[src/rtl/bm_pkg.sv]
package bm_pkg;
  localparam int SLOTS  = 16;
  localparam int SLOT_W = $clog2(SLOTS);
  localparam int DUTY_W = $clog2(SLOTS + 1);
  localparam int CODE_W = 5;

  typedef enum logic [1:0] {
    LVL_20  = 2'b00,
    LVL_40  = 2'b01,
    LVL_70  = 2'b10,
    LVL_100 = 2'b11
  } lvl_e;
endpackage

[src/rtl/bm_prescale.sv]
module bm_prescale #(
  parameter int DIV = 156
) (
  input  logic clk_i,
  input  logic rst_ni,
  output logic tick_o
);
  localparam int CW = (DIV > 1) ? $clog2(DIV) : 1;

  logic [CW-1:0] cnt_q;

  assign tick_o = (cnt_q == CW'(DIV - 1));

  always_ff @(posedge clk_i or negedge rst_ni) begin
    if (!rst_ni)     cnt_q <= '0;
    else if (tick_o) cnt_q <= '0;
    else             cnt_q <= cnt_q + 1'b1;
  end
endmodule

[src/rtl/bm_slot_ctr.sv]
module bm_slot_ctr
  import bm_pkg::*;
(
  input  logic              clk_i,
  input  logic              rst_ni,
  input  logic              tick_i,
  output logic [SLOT_W-1:0] slot_o,
  output logic              wrap_o
);
  logic [SLOT_W-1:0] slot_q;

  assign slot_o = slot_q;
  assign wrap_o = tick_i && (slot_q == SLOT_W'(SLOTS - 1));

  always_ff @(posedge clk_i or negedge rst_ni) begin
    if (!rst_ni)     slot_q <= '0;
    else if (tick_i) slot_q <= slot_q + 1'b1;
  end
endmodule

[src/rtl/bm_decode.sv]
module bm_decode
  import bm_pkg::*;
(
  input  logic [CODE_W-1:0] code_i,
  output lvl_e              lvl_o,
  output logic [DUTY_W-1:0] duty_o
);
  // segment bases chosen so each step of code adds one sixteenth
  always_comb begin
    if (code_i < 5'd16) begin
      lvl_o  = LVL_20;
      duty_o = code_i + 5'd1;
    end else if (code_i < 5'd23) begin
      lvl_o  = LVL_40;
      duty_o = code_i - 5'd6;
    end else if (code_i < 5'd29) begin
      lvl_o  = LVL_70;
      duty_o = code_i - 5'd12;
    end else begin
      lvl_o = LVL_100;
      case (code_i)
        5'd29:   duty_o = 5'd13;
        5'd30:   duty_o = 5'd15;
        default: duty_o = 5'd16;
      endcase
    end
  end
endmodule

[src/rtl/bright_mapper.sv]
module bright_mapper
  import bm_pkg::*;
#(
  parameter int CLK_HZ    = 50_000_000,
  parameter int PWM_HZ    = 20_000,
  parameter int CODE_IN_W = 8
) (
  input  logic                 clk_i,
  input  logic                 rst_ni,
  input  logic [CODE_IN_W-1:0] main_code_i,
  input  logic [CODE_IN_W-1:0] aux_code_i,
  input  logic                 main_en_i,
  input  logic                 aux_en_i,
  output logic [1:0]           main_level_o,
  output logic                 main_gate_o,
  output logic                 main_on_o,
  output logic [1:0]           aux_level_o,
  output logic                 aux_on_o
);
  localparam int SLOT_DIV  = (CLK_HZ / (PWM_HZ * SLOTS) > 0) ? CLK_HZ / (PWM_HZ * SLOTS) : 1;
  localparam int FRAME_CYC = SLOT_DIV * SLOTS;

  logic              tick, wrap;
  logic [SLOT_W-1:0] slot;
  lvl_e              dec_lvl, lvl_q;
  logic [DUTY_W-1:0] dec_duty, duty_q;
  logic              loaded_q;

  logic unused_hi_bits;
  assign unused_hi_bits = ^{main_code_i[CODE_IN_W-1:CODE_W], aux_code_i[CODE_IN_W-1:2]};

  bm_prescale #(.DIV(SLOT_DIV)) u_pre (
    .clk_i  (clk_i),
    .rst_ni (rst_ni),
    .tick_o (tick)
  );

  bm_slot_ctr u_slot (
    .clk_i  (clk_i),
    .rst_ni (rst_ni),
    .tick_i (tick),
    .slot_o (slot),
    .wrap_o (wrap)
  );

  bm_decode u_dec (
    .code_i (main_code_i[CODE_W-1:0]),
    .lvl_o  (dec_lvl),
    .duty_o (dec_duty)
  );

  // code takes effect only at frame wrap
  always_ff @(posedge clk_i or negedge rst_ni) begin
    if (!rst_ni) begin
      lvl_q    <= LVL_20;
      duty_q   <= '0;
      loaded_q <= 1'b0;
    end else if (wrap) begin
      lvl_q    <= dec_lvl;
      duty_q   <= dec_duty;
      loaded_q <= 1'b1;
    end
  end

  assign main_on_o    = main_en_i && loaded_q;
  assign main_gate_o  = main_on_o && ({1'b0, slot} < duty_q);
  assign main_level_o = main_on_o ? lvl_q : LVL_20;

  assign aux_on_o    = aux_en_i;
  assign aux_level_o = aux_en_i ? aux_code_i[1:0] : 2'b00;
endmodule

[config.mk]
export PLATFORM = sky130hd
export DESIGN_NAME = bright_mapper
export DESIGN_NICKNAME = d
export VERILOG_FILES = /design/src/rtl/bm_pkg.sv /design/src/rtl/bm_prescale.sv /design/src/rtl/bm_slot_ctr.sv /design/src/rtl/bm_decode.sv /design/src/rtl/bright_mapper.sv
export SDC_FILE = /design/constraint.sdc
export NUM_CORES = 1
export LEC_CHECK = 0
export ABC_AREA = 1
export BUFFER_PORTS_ARGS = -buffer_cell sky130_fd_sc_hd__clkbuf_2
export CORE_UTILIZATION = 29
export DETAILED_ROUTE_END_ITERATION = 6
export GPL_ROUTABILITY_DRIVEN = 0
export PLACE_DENSITY_LB_ADDON = 0.12
export SETUP_SLACK_MARGIN = 0.2
export SLEW_MARGIN = 15
export SYNTH_ARGS = -nofsm -noshare
export SYNTH_HDL_FRONTEND = slang
export SYNTH_SLANG_ARGS = --single-unit
[constraint.sdc]
create_clock -name clk_i -period 1.3 [get_ports clk_i]
set_clock_uncertainty 0.1 [all_clocks]
set_input_delay 0.065 -clock clk_i [delete_from_list [all_inputs] [get_ports clk_i]]
set_output_delay 0.065 -clock clk_i [all_outputs]
set_load 0.005 [all_outputs]
==> metrics.sh, run 1 <==
HOLD_WS_PS=128
POST-ROUTE-DRC-COUNT=0
START_KIND='flip-flop'
POWER.DENSITY_mW_PER_MM2=700
POSTLAYOUTCELLAREA_MM2=0.00200
NUM_ROWS=24
CRIT_ARRIVAL_PS=1410
CRITICAL_PATH_BUF_INV_COUNT=1
NETLIST_INSTANCES=176
DIE_AREA_MM2=0.00495
IOPINCOUNT=27
CTS_MADE_BUFFERS=3
REPORT.FINAL.SLEW_VIOL_COUNT=0
WORST-ENDPOINT-REQUIRED_PS=1130
SYNTH.NET_COUNT=208
CRIT_TYPE='reg -> out'
TIMING.CRITICAL_PATH.TO_TYPE='output pin'
WIRE_PER_INST_UM=11.0
WORSTMARGINPINSLEW_PS=532
ROUTED_WL_UM=3100
CLOCK_SINK_COUNT=20
TRITONCTS='built'
GR-USAGE-ALL-LAYERS=0.138
ROUTED-VIA-COUNT=1251
POST_ROUTE_INSTS_NO_FILL=282
DRV_CAP=0
WORST_PATH_MAX_DELAY_CELL='sky130_fd_sc_hd__dfrtp_2'
SETUP_VIOL_COUNT_FINAL=20
FMAX_MHz=637
POST_DRT_VIA_CELL_RATIO=4.44
SYN_AREA_MM2=0.00136
DPL.HPWL_UM=2390
LARGEST_DRIVER_FANOUT_ON_THE_CRITICAL_PATH=3
GRT_SETUP_UNREPAIRED='yes'
SYNTH.LARGEST_AREA_CELL='sky130_fd_sc_hd__dfrtp_1'
TOTAL_LEAKAGE_POWER_uW=0.00114
FINAL_CORE_UTILIZATION=0.453
GRT_ANTENNA_BEFORE_REPAIR=0
POST-PLACE-CELLS=267
GLOBAL_ROUTE.OVERFLOW_TOTAL=0
SYN_AREA_PER_CELL_UM2=7.71
DRTITER0DRC=33
SYNTHTOPCELLSBYAREA='sky130_fd_sc_hd__dfrtp_1, sky130_fd_sc_hd__nand2_1, sky130_fd_sc_hd__ha_1'
GRT_MAX_DEGREE=21
VIOLATIONS_IN_THE_FINAL_REPORTS='setup timing'
LENGTH_OF_THE_FIRST_DETAILED_ROUTING_PASS_IN_ITERATIONS=4
CLK_TRANSITION_REPORTED_PATHS_PS=80
INITIAL_CORE_UTIL=0.307
SLEW_HEADROOM=0.646
CRIT_CHAIN='ha_4 > nand4_1 > o221ai_1 > nor2_1 > clkbuf_2'
IO_BUFFERS=17
FINAL_NET_COUNT=263
DRTANTENNAVIOLNETS=0
GRT_PASS1_WL_UM=5510
WORST-R2R-SETUP-SLACK_PS=-180
TIMING.HOLD.WORST.CLASS='in -> reg'
CTS_MAX_LEVEL=1
DIE-WIDTH_UM=70.4
FIN_WS_PS=-271
VIAS_IN_THE_FIRST_GLOBAL_ROUTE=1242
SYN_TO_LAYOUT_AREA_DELTA_PCT=47.4
YOSYSTOPAREACELLSHARE=0.369
CORE_BOX_AREA_MM2=0.00441
CRITICAL-PATH-MAX-STAGE-DELAY_PS=440
POST_DP_CELL_AREA_MM2=0.00170
YOSYSSEQAREASHARE=0.369
CTS_MAX_PATH_BUFFERS=2
DRIVE_ABOVE_1_SHARE=0.413
DIE-HEIGHT_UM=70.4
FINALSETUPTNS_PS=-2100
MIN_PERIOD_PS=1570
VDD_IR_DROP_MAX_V=0.000499
YS_SEQ_ELEMENTS=20
OUTCOME='complete, but fails checks'
WORSTSKEWPAIRLATENCY_PS=260
YOSYSWARNINGCOUNT=0
CRITICAL_PATH.TOP_DELAY_FAMILY='flip-flops'
REPORT.FINAL.HOLD_VIOL_COUNT=0
NETLIST-CELL-TYPE-COUNT=29
INSERTEDDIODECOUNT=0
CTS.ROOT.BUFFER_CELL='sky130_fd_sc_hd__clkbuf_8'
MIN_PERIOD_OVER_PERIOD=1.21
-- cell type report --
| class | count | area [um^2] |
|---|---|---|
| Inverter | 31 | 124 |
| Clock inverter | 1 | 30.0 |
| Sequential cell | 20 | 502 |
| Multi-Input combinational cell | 123 | 857 |
| Clock buffer | 3 | 41.3 |
| Fill cell | 434 | 2410 |
| Timing Repair Buffer | 52 | 380 |
| Tap cell | 52 | 65.1 |
-- path summary, 6_finish.rpt --
check | startpoint | end | cells past startpoint
worst max-delay path | u_slot.slot_o[3]$_DFFE_PN0N_ | main_gate_o | 5
worst min-delay path | main_code_i[4] | duty_q[3]$_DFFE_PN0P_ | 4
worst max register to register | u_pre.cnt_q[0]$_DFF_PN0_ | duty_q[1]$_DFFE_PN0P_ | 7
worst min register to register | loaded_q$_DFFE_PN0P_ | loaded_q$_DFFE_PN0P_ | 1
max in group asynchronous | rst_ni | u_slot.slot_o[3]$_DFFE_PN0N_ | 2
min in group asynchronous | rst_ni | u_pre.cnt_q[1]$_DFF_PN0_ | 2
-- report_power, final --
part           total (uW)  switching (uW)  internal, uW
logic                 150            87.9          62.5
clock network         624             212           411
registers             626            1.43           625
total                1400             302          1100
-- state kept, by name, indices dropped and copies added, names as in the netlist --
name and flops:
duty_q 5, loaded_q 1, lvl_q 2, u_pre.cnt_q 8, u_slot.slot_o 4
-- cell families after synthesis --
family,count (synthesis),synth area share
and+or+nand+nor,84,0.299
adders and majority gates,12,0.111
xor gates and xnor gates,5,0.0323
DFF,20,0.369
AOI/OAI and AO/OA,22,0.0913
buffers and inverters,33,0.0978
-- metal layers --
metal,part of all wire,GRT usage
met3,0.015,0.0130
met2,0.50,0.240
met4,0.016,0.0533
met5,0,0
met1,0.46,0.175
-- layout by cell type, fill, tap and decap left out, types with 2 or more instances in the layout --
master,netlist,routed
sky130_fd_sc_hd__o21ai_2,1,3
sky130_fd_sc_hd__o21ai_0,10,5
sky130_fd_sc_hd__nand2_2,1,7
sky130_fd_sc_hd__nand4_1,2,2
sky130_fd_sc_hd__ha_1,12,9
sky130_fd_sc_hd__a21oi_2,1,2
sky130_fd_sc_hd__nor2_2,4,6
sky130_fd_sc_hd__clkbuf_8,0,3
sky130_fd_sc_hd__nand2_1,46,38
sky130_fd_sc_hd__clkbuf_2,0,16
sky130_fd_sc_hd__xnor2_1,4,2
sky130_fd_sc_hd__nand4_4,1,2
sky130_fd_sc_hd__inv_1,29,27
sky130_fd_sc_hd__o21ai_1,2,5
sky130_fd_sc_hd__inv_2,1,2
sky130_fd_sc_hd__buf_6,0,8
sky130_fd_sc_hd__buf_4,2,26
sky130_fd_sc_hd__xnor2_2,0,2
sky130_fd_sc_hd__dfrtp_1,20,19
sky130_fd_sc_hd__a21oi_1,6,5
sky130_fd_sc_hd__nor2_4,2,3
sky130_fd_sc_hd__ha_4,0,2
sky130_fd_sc_hd__nand2_4,1,3
sky130_fd_sc_hd__nand3_1,6,5
sky130_fd_sc_hd__nor2_1,14,11
-- what timing repair did --
action	4_1_cts	5_1_grt
hold buffers	1	0
endpoints found under the setup margin	21	24
resized for setup	19	19
gates cloned	0	0
setup buffers	6	4
pin swaps	13	11
endpoints found under the hold margin	20	0
-- synth_stat cells --
cell	number
sky130_fd_sc_hd__o211ai_1	1
sky130_fd_sc_hd__inv_1	29
sky130_fd_sc_hd__o21ai_2	1
sky130_fd_sc_hd__dfrtp_1	20
sky130_fd_sc_hd__xnor2_1	4
sky130_fd_sc_hd__a21oi_2	1
sky130_fd_sc_hd__nand2_4	1
sky130_fd_sc_hd__nor2_4	2
sky130_fd_sc_hd__nand2_2	1
sky130_fd_sc_hd__o21ai_1	2
sky130_fd_sc_hd__nand3b_1	1
sky130_fd_sc_hd__nand4_1	2
sky130_fd_sc_hd__nor2_2	4
sky130_fd_sc_hd__ha_1	12
sky130_fd_sc_hd__or2_1	1
sky130_fd_sc_hd__a21oi_1	6
sky130_fd_sc_hd__o221ai_1	1
sky130_fd_sc_hd__nand3_2	1
sky130_fd_sc_hd__nand2_1	46
sky130_fd_sc_hd__inv_2	1
sky130_fd_sc_hd__xor2_1	1
sky130_fd_sc_hd__buf_4	2
sky130_fd_sc_hd__nand4_2	1
sky130_fd_sc_hd__nand3_1	6
sky130_fd_sc_hd__nor3_1	3
sky130_fd_sc_hd__clkinv_2	1
sky130_fd_sc_hd__nand4_4	1
sky130_fd_sc_hd__nor2_1	14
sky130_fd_sc_hd__o21ai_0	10
-- worst min-delay path, stage by stage --
cell and delay [ps]:
sky130_fd_sc_hd__clkbuf_2 110, sky130_fd_sc_hd__buf_4 150, sky130_fd_sc_hd__nand2_1 70, sky130_fd_sc_hd__a21oi_1 60
-- stage by stage --
step	power (uW)	setup WS, ps
after floorplan	713	-55.6
final	1400	-271
after global placement	784	-60.0
after detailed placement	783	-165
after global routing	1470	-338
after CTS	1430	-308
(Power assumes the default switching activity.)
==> inputs of run 2 (changes only) <==
- REMOVE_ABC_BUFFERS: not set -> 1
- SYNTH_HIERARCHICAL: not set -> 1
==> metrics.sh, run 2 <==
FIN_WS_PS=-298  # -27.4 ps
TRITONCTS='built'
SYNTHTOPCELLSBYAREA='sky130_fd_sc_hd__dfrtp_1, sky130_fd_sc_hd__nand2_1, sky130_fd_sc_hd__ha_1'
FINAL_CORE_UTILIZATION=0.414  # -0.0394
POWER.DENSITY_mW_PER_MM2=723  # +3.2%
SYNTH_ENABLE_FLOP_CELLS=0  # unchanged
INITIAL_CORE_UTIL=0.300  # -0.00765
YOSYSWARNINGCOUNT=6  # +6
CORE_BOX_AREA_MM2=0.00472  # +7.0%
DRTITER0DRC=75  # +130%
CTS_MAX_PATH_BUFFERS=2  # unchanged
CRIT_TYPE='reg -> reg'
POST_ROUTE_INSTS_NO_FILL=313  # +11%
ASYNC_FLOP_SHARE=1.00  # unchanged
DPL.HPWL_UM=2380  # -0.33%
STARTPOINT_OF_THE_WORST_SLACK_REG_TO_REG_TIMING_PATH='u_pre/cnt_q[0]$_DFF_PN0_'
FINALSETUPTNS_PS=-2710  # -608 ps
TIMING.CRITICAL_PATH.TO_TYPE='flip-flop'
VIOLATIONS_IN_THE_FINAL_REPORTS='setup timing'
MOST-COMMON-LAYOUT-CELLS='sky130_fd_sc_hd__nand2_1, sky130_fd_sc_hd__inv_1, sky130_fd_sc_hd__buf_4'
ROUTED_WL_UM=2980  # -3.9%
GRT_ANTENNA_BEFORE_REPAIR=0  # unchanged
YS_SEQ_ELEMENTS=20  # unchanged
LENGTH_OF_THE_FIRST_DETAILED_ROUTING_PASS_IN_ITERATIONS=4  # unchanged
SEQ_AREA_UM2=500  # -0.25%
FINAL_NET_COUNT=279  # +6.1%
P_COMB_FRAC=0.123  # +0.016
WORSTMARGINPINSLEW_PS=516  # -15.1 ps
TIMING.HOLD.WORST.CLASS='in -> reg'
IOPINCOUNT=27  # unchanged
CRIT_ARRIVAL_PS=1640  # +230 ps
GR-USAGE-ALL-LAYERS=0.128  # -0.00976
PWR-SHARE-SEQ=0.440  # -0.007
WIRE_PER_INST_UM=9.53  # -13%
START_KIND='flip-flop'
NETLIST-CELL-TYPE-COUNT=28  # -3.4%
VDD_IR_DROP_MAX_V=0.000303  # -39%
FMAX_MHz=626  # -1.7%
GRT_PASS1_WL_UM=5220  # -5.1%
SETUP_VIOL_COUNT_FINAL=13  # -35%
NUM_ROWS=25  # +4.2%
CTS_MADE_BUFFERS=3  # unchanged
MIN_PERIOD_OVER_PERIOD=1.23  # +0.0211
REPORT.FINAL.HOLD_VIOL_COUNT=0  # unchanged
LARGEST_REGISTER_FFS=8  # unchanged
YOSYSTOPAREACELLSHARE=0.354  # -0.0153
SLEW_HEADROOM=0.656  # +0.0100
SWITCHING_POWER_uW=305  # +0.93%
CLK_TRANSITION_REPORTED_PATHS_PS=80  # about the same
NETLIST_INSTANCES=194  # +10%
GRT_MAX_DEGREE=21  # unchanged
NETLIST_TOP_CELLS_COUNT='sky130_fd_sc_hd__nand2_1, sky130_fd_sc_hd__inv_1, sky130_fd_sc_hd__nor2_1'
CLOCK_SINK_COUNT=20  # unchanged
SYN_AREA_PER_CELL_UM2=7.29  # -5.3%
SYNTH_MOST_COMMON_CELL='sky130_fd_sc_hd__nand2_1'
YS_DOMINANT_REG_CELL='sky130_fd_sc_hd__dfrtp_1'
SYN_AREA_MM2=0.00142  # +4.3%
TIMING.HOLD.WORST_ENDPOINT='duty_q[0]$_DFFE_PN0P_'
OUTCOME='complete, but fails checks'
HOLD_WS_PS=142  # +14.2 ps
R2R_END='duty_q[0]$_DFFE_PN0P_'
LARGEST-REGISTER='u_pre/cnt_q'
MOSTFREQUENTLAYOUTCELL='sky130_fd_sc_hd__nand2_1'
DRV_CAP=0  # unchanged
SYN_TO_LAYOUT_AREA_DELTA_PCT=38.0
WORSTSKEWPAIRLATENCY_PS=250  # about the same
WORST-R2R-SETUP-SLACK_PS=-300  # -120 ps
GRT_SETUP_UNREPAIRED='yes'
VIAS_IN_THE_FIRST_GLOBAL_ROUTE=1190  # -4.2%
LARGEST_DRIVER_FANOUT_ON_THE_CRITICAL_PATH=10  # +7
DIE_AREA_MM2=0.00516  # +4.2%
IO_BUFFERS=17  # unchanged
YOSYSSEQAREASHARE=0.354  # -0.0153
NETSWITCHINGFRACTION=0.216  # +0.000244
HOLD-PATH-CELL-COUNT=4  # unchanged
INSERTEDDIODECOUNT=0  # unchanged
DRTANTENNAVIOLNETS=0  # unchanged
SYNTH.LARGEST_AREA_CELL='sky130_fd_sc_hd__dfrtp_1'
DETAILEDPLACE.WORSTSLACK_PS=-331  # -166 ps
DIE-WIDTH_UM=71.9  # +2.1%
TIMING.HOLD.WORST.START='main_code_i[0]'
WORST-ENDPOINT-REQUIRED_PS=1340  # +210 ps
REPORT.FINAL.SLEW_VIOL_COUNT=0  # unchanged
POST-PLACE-CELLS=302  # +13%
POST_DRT_VIA_CELL_RATIO=4.05  # -8.7%
DIE-HEIGHT_UM=71.9  # +2.1%
FILL_CELLS=489  # +13%
INTPOWER_uW=1110  # +0.78%
MIN_PERIOD_PS=1600  # +27.4 ps
CTS_MAX_LEVEL=1  # unchanged
POST-ROUTE-DRC-COUNT=0  # unchanged
DRIVE_ABOVE_1_SHARE=0.350  # -0.0634
R2R.WORST_PATH.CELLS=10  # +3
TOTAL_LEAKAGE_POWER_uW=0.00110  # -3.5%
CLOCK_POWER_SHARE=0.436  # -0.009
MULTI_INPUT_AREA_UM2=787  # -8.2%
CTS.ROOT.BUFFER_CELL='sky130_fd_sc_hd__clkbuf_8'
ROUTED-VIA-COUNT=1268  # +1.4%
GLOBAL_ROUTE.OVERFLOW_TOTAL=0  # unchanged
[run 2: metal layers]
metal	up-vias	wire length, um	GRT usage
met5	-	0	0
li1	694	-	-
met4	0	27	0.0458
met2	20	1600	0.245
met3	2	47	0.0127
met1	552	1300	0.147
[run 2: critical path: stages, from the launching register on]
cell and delay [ps]:
sky130_fd_sc_hd__dfrtp_1 350, sky130_fd_sc_hd__ha_1 170, sky130_fd_sc_hd__nand2_1 50, sky130_fd_sc_hd__nor2_1 80, sky130_fd_sc_hd__nand2_1 90, sky130_fd_sc_hd__inv_2 70
sky130_fd_sc_hd__nand2_2 60, sky130_fd_sc_hd__nor3b_2 180, sky130_fd_sc_hd__buf_6 160, sky130_fd_sc_hd__buf_4 110, sky130_fd_sc_hd__o21ai_0 70
[run 2: area by class of cell]
cell class              count  area share
multi-input cells         131       0.403
flip-flops and latches     20       0.256
repair buffers             51       0.183
inverters                  40      0.0782
well taps                  67      0.0429
clock buffers               3      0.0211
clock inverters             1      0.0154
[run 2: repair_timing]
item,4_1_cts,5_1_grt
endpoints found under the hold margin,20,0
gates cloned,0,0
endpoints found under the setup margin,23,23
pin swaps,4,1
gates resized for setup,11,10
hold buffers,1,0
setup buffers,3,3
[run 2: logic make-up after synthesis]
group | Yosys count | synth area share
compound gates | 20 | 0.0849
flops | 20 | 0.354
fa+ha+maj | 12 | 0.106
simple gates | 94 | 0.295
xor+xnor | 5 | 0.0309
buf+inv | 43 | 0.129
[run 2: worst max path at each step]
stage / startpoint / end / slack [ps] / cells after the start
floorplan: u_pre/cnt_q[0]$_DFF_PN0_ / duty_q[0]$_DFFE_PN0P_ / -600 / 8
global placement: u_pre/cnt_q[0]$_DFF_PN0_ / loaded_q$_DFFE_PN0P_ / -300 / 9
detailed placement: u_pre/cnt_q[1]$_DFF_PN0_ / lvl_q[0]$_DFFE_PN0P_ / -330 / 10
CTS: u_pre/cnt_q[1]$_DFF_PN0_ / duty_q[0]$_DFFE_PN0P_ / -340 / 10
global route: u_pre/cnt_q[0]$_DFF_PN0_ / duty_q[0]$_DFFE_PN0P_ / -460 / 10
finish: u_pre/cnt_q[0]$_DFF_PN0_ / duty_q[0]$_DFFE_PN0P_ / -300 / 10
[run 2: power by group through the flow]
stage                     Clock [uW]  Combinational [uW]  Sequential, uW
after CTS                        638                 178             621
final                            616                 174             622
after floorplan                    0                85.0             634
after global placement             0                 176             634
after detailed placement           0                 175             634
after global routing             660                 200             621
[run 2: stage by stage]
step	instance area, um^2	total power (uW)
6_report	1950	1410
4_1_cts	1890	1440
3_3_place_gp	1760	810
3_5_place_dp	1760	809
5_1_grt	1950	1480
2_1_floorplan	1390	719
==> inputs of run 3 (changes only) <==
- PLACE_DENSITY_LB_ADDON: 0.12 -> not set
==> metrics.sh, run 3 (synthesis gave the netlist of run 2 again) <==
DRV_CAP=0  # unchanged
CTS_MADE_BUFFERS=3  # unchanged
CLOCK_SINK_COUNT=20  # unchanged
CORE_BOX_AREA_MM2=0.00472  # unchanged
POST_DP_CELL_AREA_MM2=0.00173  # -1.3%
GR-USAGE-ALL-LAYERS=0.120  # -0.00801
CTS.ROOT.BUFFER_CELL='sky130_fd_sc_hd__clkbuf_8'
CTS_MAX_PATH_BUFFERS=2  # unchanged
FINAL_NET_COUNT=281  # +0.72%
LARGEST_DRIVER_FANOUT_ON_THE_CRITICAL_PATH=8  # -2
IOPINCOUNT=27  # unchanged
MOSTFREQUENTLAYOUTCELL='sky130_fd_sc_hd__nand2_1'
DIE-HEIGHT_UM=71.9  # unchanged
POSTLAYOUTCELLAREA_MM2=0.00207  # +5.8%
MIN_PERIOD_PS=1690  # +89.0 ps
ROUTED-VIA-COUNT=1311  # +3.4%
MIN_PERIOD_OVER_PERIOD=1.30  # +0.0684
FMAX_MHz=593  # -5.3%
DIE-WIDTH_UM=71.9  # unchanged
CLK_TRANSITION_REPORTED_PATHS_PS=70  # about the same
POWER.DENSITY_mW_PER_MM2=683  # -5.5%
VDD_IR_DROP_MAX_V=0.000293  # -3.4%
LENGTH_OF_THE_FIRST_DETAILED_ROUTING_PASS_IN_ITERATIONS=4  # unchanged
LARGEST-REGISTER='u_pre/cnt_q'
VIAS_IN_THE_FIRST_GLOBAL_ROUTE=1182  # -0.67%
GRT_ANTENNA_BEFORE_REPAIR=0  # unchanged
START_KIND='flip-flop'
REPORT.FINAL.HOLD_VIOL_COUNT=0  # unchanged
CRIT_ARRIVAL_PS=1740  # +100 ps
CTS_MAX_LEVEL=1  # unchanged
DPL.HPWL_UM=2080  # -12%
POST-ROUTE-DRC-COUNT=0  # unchanged
FINAL_CORE_UTILIZATION=0.438  # +0.0241
FILL_CELLS=481  # -1.6%
INITIAL_CORE_UTIL=0.300  # unchanged
GRT_PASS1_WL_UM=4870  # -6.7%
INSERTEDDIODECOUNT=0  # unchanged
WORST-ENDPOINT-REQUIRED_PS=1350  # about the same
TIMING.CRITICAL_PATH.TO_TYPE='flip-flop'
WORSTSKEWPAIRLATENCY_PS=260  # about the same
DRIVE_ABOVE_1_SHARE=0.419  # +0.0698
CRIT_TYPE='reg -> reg'
FIN_WS_PS=-387  # -89.0 ps
DRTITER0DRC=36  # -52%
REPORT.FINAL.SLEW_VIOL_COUNT=0  # unchanged
SYN_TO_LAYOUT_AREA_DELTA_PCT=46.1
WORSTMARGINPINSLEW_PS=486  # -30.6 ps
WIRE_PER_INST_UM=9.45  # -0.80%
DIE_AREA_MM2=0.00516  # unchanged
LARGEST_REGISTER_FFS=8  # unchanged
NUM_ROWS=25  # unchanged
OUTCOME='complete, but fails checks'
TIMING.HOLD.WORST.CLASS='in -> reg'
DRTANTENNAVIOLNETS=0  # unchanged
HOLD_WS_PS=100  # -42.1 ps
SLEW_HEADROOM=0.676  # +0.0204
POST_DRT_VIA_CELL_RATIO=4.16  # +2.7%
IO_BUFFERS=17  # unchanged
GRT_MAX_DEGREE=21  # unchanged
SETUP_VIOL_COUNT_FINAL=18  # +5
TRITONCTS='built'
VIOLATIONS_IN_THE_FINAL_REPORTS='setup timing'
DETAILEDPLACE.WORSTSLACK_PS=-338  # -7.14 ps
MOST-COMMON-LAYOUT-CELLS='sky130_fd_sc_hd__nand2_1, sky130_fd_sc_hd__inv_1, sky130_fd_sc_hd__buf_4'
ROUTED_WL_UM=2980  # -0.17%
GRT_SETUP_UNREPAIRED='yes'
TOTAL_LEAKAGE_POWER_uW=0.00119  # +7.8%
GLOBAL_ROUTE.OVERFLOW_TOTAL=0  # unchanged
run 3: worst max-delay path, stage by stage, from the launching register on:
cell,delay (ps)
sky130_fd_sc_hd__dfrtp_1,400
sky130_fd_sc_hd__ha_2,200
sky130_fd_sc_hd__nand2_1,50
sky130_fd_sc_hd__nor2_1,40
sky130_fd_sc_hd__nand2_1,100
sky130_fd_sc_hd__inv_2,60
sky130_fd_sc_hd__buf_4,130
sky130_fd_sc_hd__buf_6,110
sky130_fd_sc_hd__buf_6,110
sky130_fd_sc_hd__buf_12,140
sky130_fd_sc_hd__xor2_1,130
run 3: power by group:
part | total (uW) | internal, uW | leakage (uW) | switching, uW
combinational | 169 | 70.7 | 0.000923 | 98.5
clock | 620 | 411 | 0.0000357 | 209
sequential | 622 | 622 | 0.000228 | 0
run 3: timing repair:
item / in CTS / in global routing
hold endpoints to repair: 20 / 0
buffers inserted: 6 / 4
setup endpoints to repair: 22 / 24
hold buffers: 1 / 0
resized for setup: 29 / 27
pin swaps: 6 / 9
cloned: 0 / 1
run 3: per-stage QoR:
stage / instances / total power [uW] / TNS (ps)
6_report: 315 / 1410 / -5850
5_1_grt: 315 / 1480 / -7780
4_1_cts: 310 / 1430 / -3440
3_5_place_dp: 299 / 801 / -2550
3_3_place_gp: 299 / 800 / -2170
2_1_floorplan: 191 / 719 / -4960
run 3: per-layer routing:
layer / global-route usage / vias up / wire length (um)
met5: 0 / - / 0
met4: 0.0523 / 0 / 48
met3: 0.0169 / 5 / 49
met2: 0.210 / 14 / 1510
met1: 0.148 / 594 / 1370
li1: - / 698 / -
run 3: layout make-up:
cell class	instances	area (um^2)	area share
clock buffers	3	41.3	0.0200
repair buffers	53	389	0.188
well taps	67	83.8	0.0406
inverters	40	153	0.0738
flip-flops and latches	20	500	0.242
clock inverters	1	30.0	0.0145
multi-input cells	131	870	0.421
run 3: worst paths after layout:
path                                     startpoint                            to  slack (ps)  depth (start not counted)
max                        u_pre/cnt_q[1]$_DFF_PN0_  u_slot/slot_o[0]$_DFFE_PN0P_        -390                         10
min                                  main_code_i[4]          lvl_q[1]$_DFFE_PN0P_         100                          5
max reg2reg                u_pre/cnt_q[1]$_DFF_PN0_  u_slot/slot_o[0]$_DFFE_PN0P_        -390                         10
min reg2reg                    lvl_q[0]$_DFFE_PN0P_          lvl_q[0]$_DFFE_PN0P_         400                          2
max in group asynchronous                    rst_ni          loaded_q$_DFFE_PN0P_         580                          2
min in group asynchronous                    rst_ni      u_pre/cnt_q[5]$_DFF_PN0_         190                          2
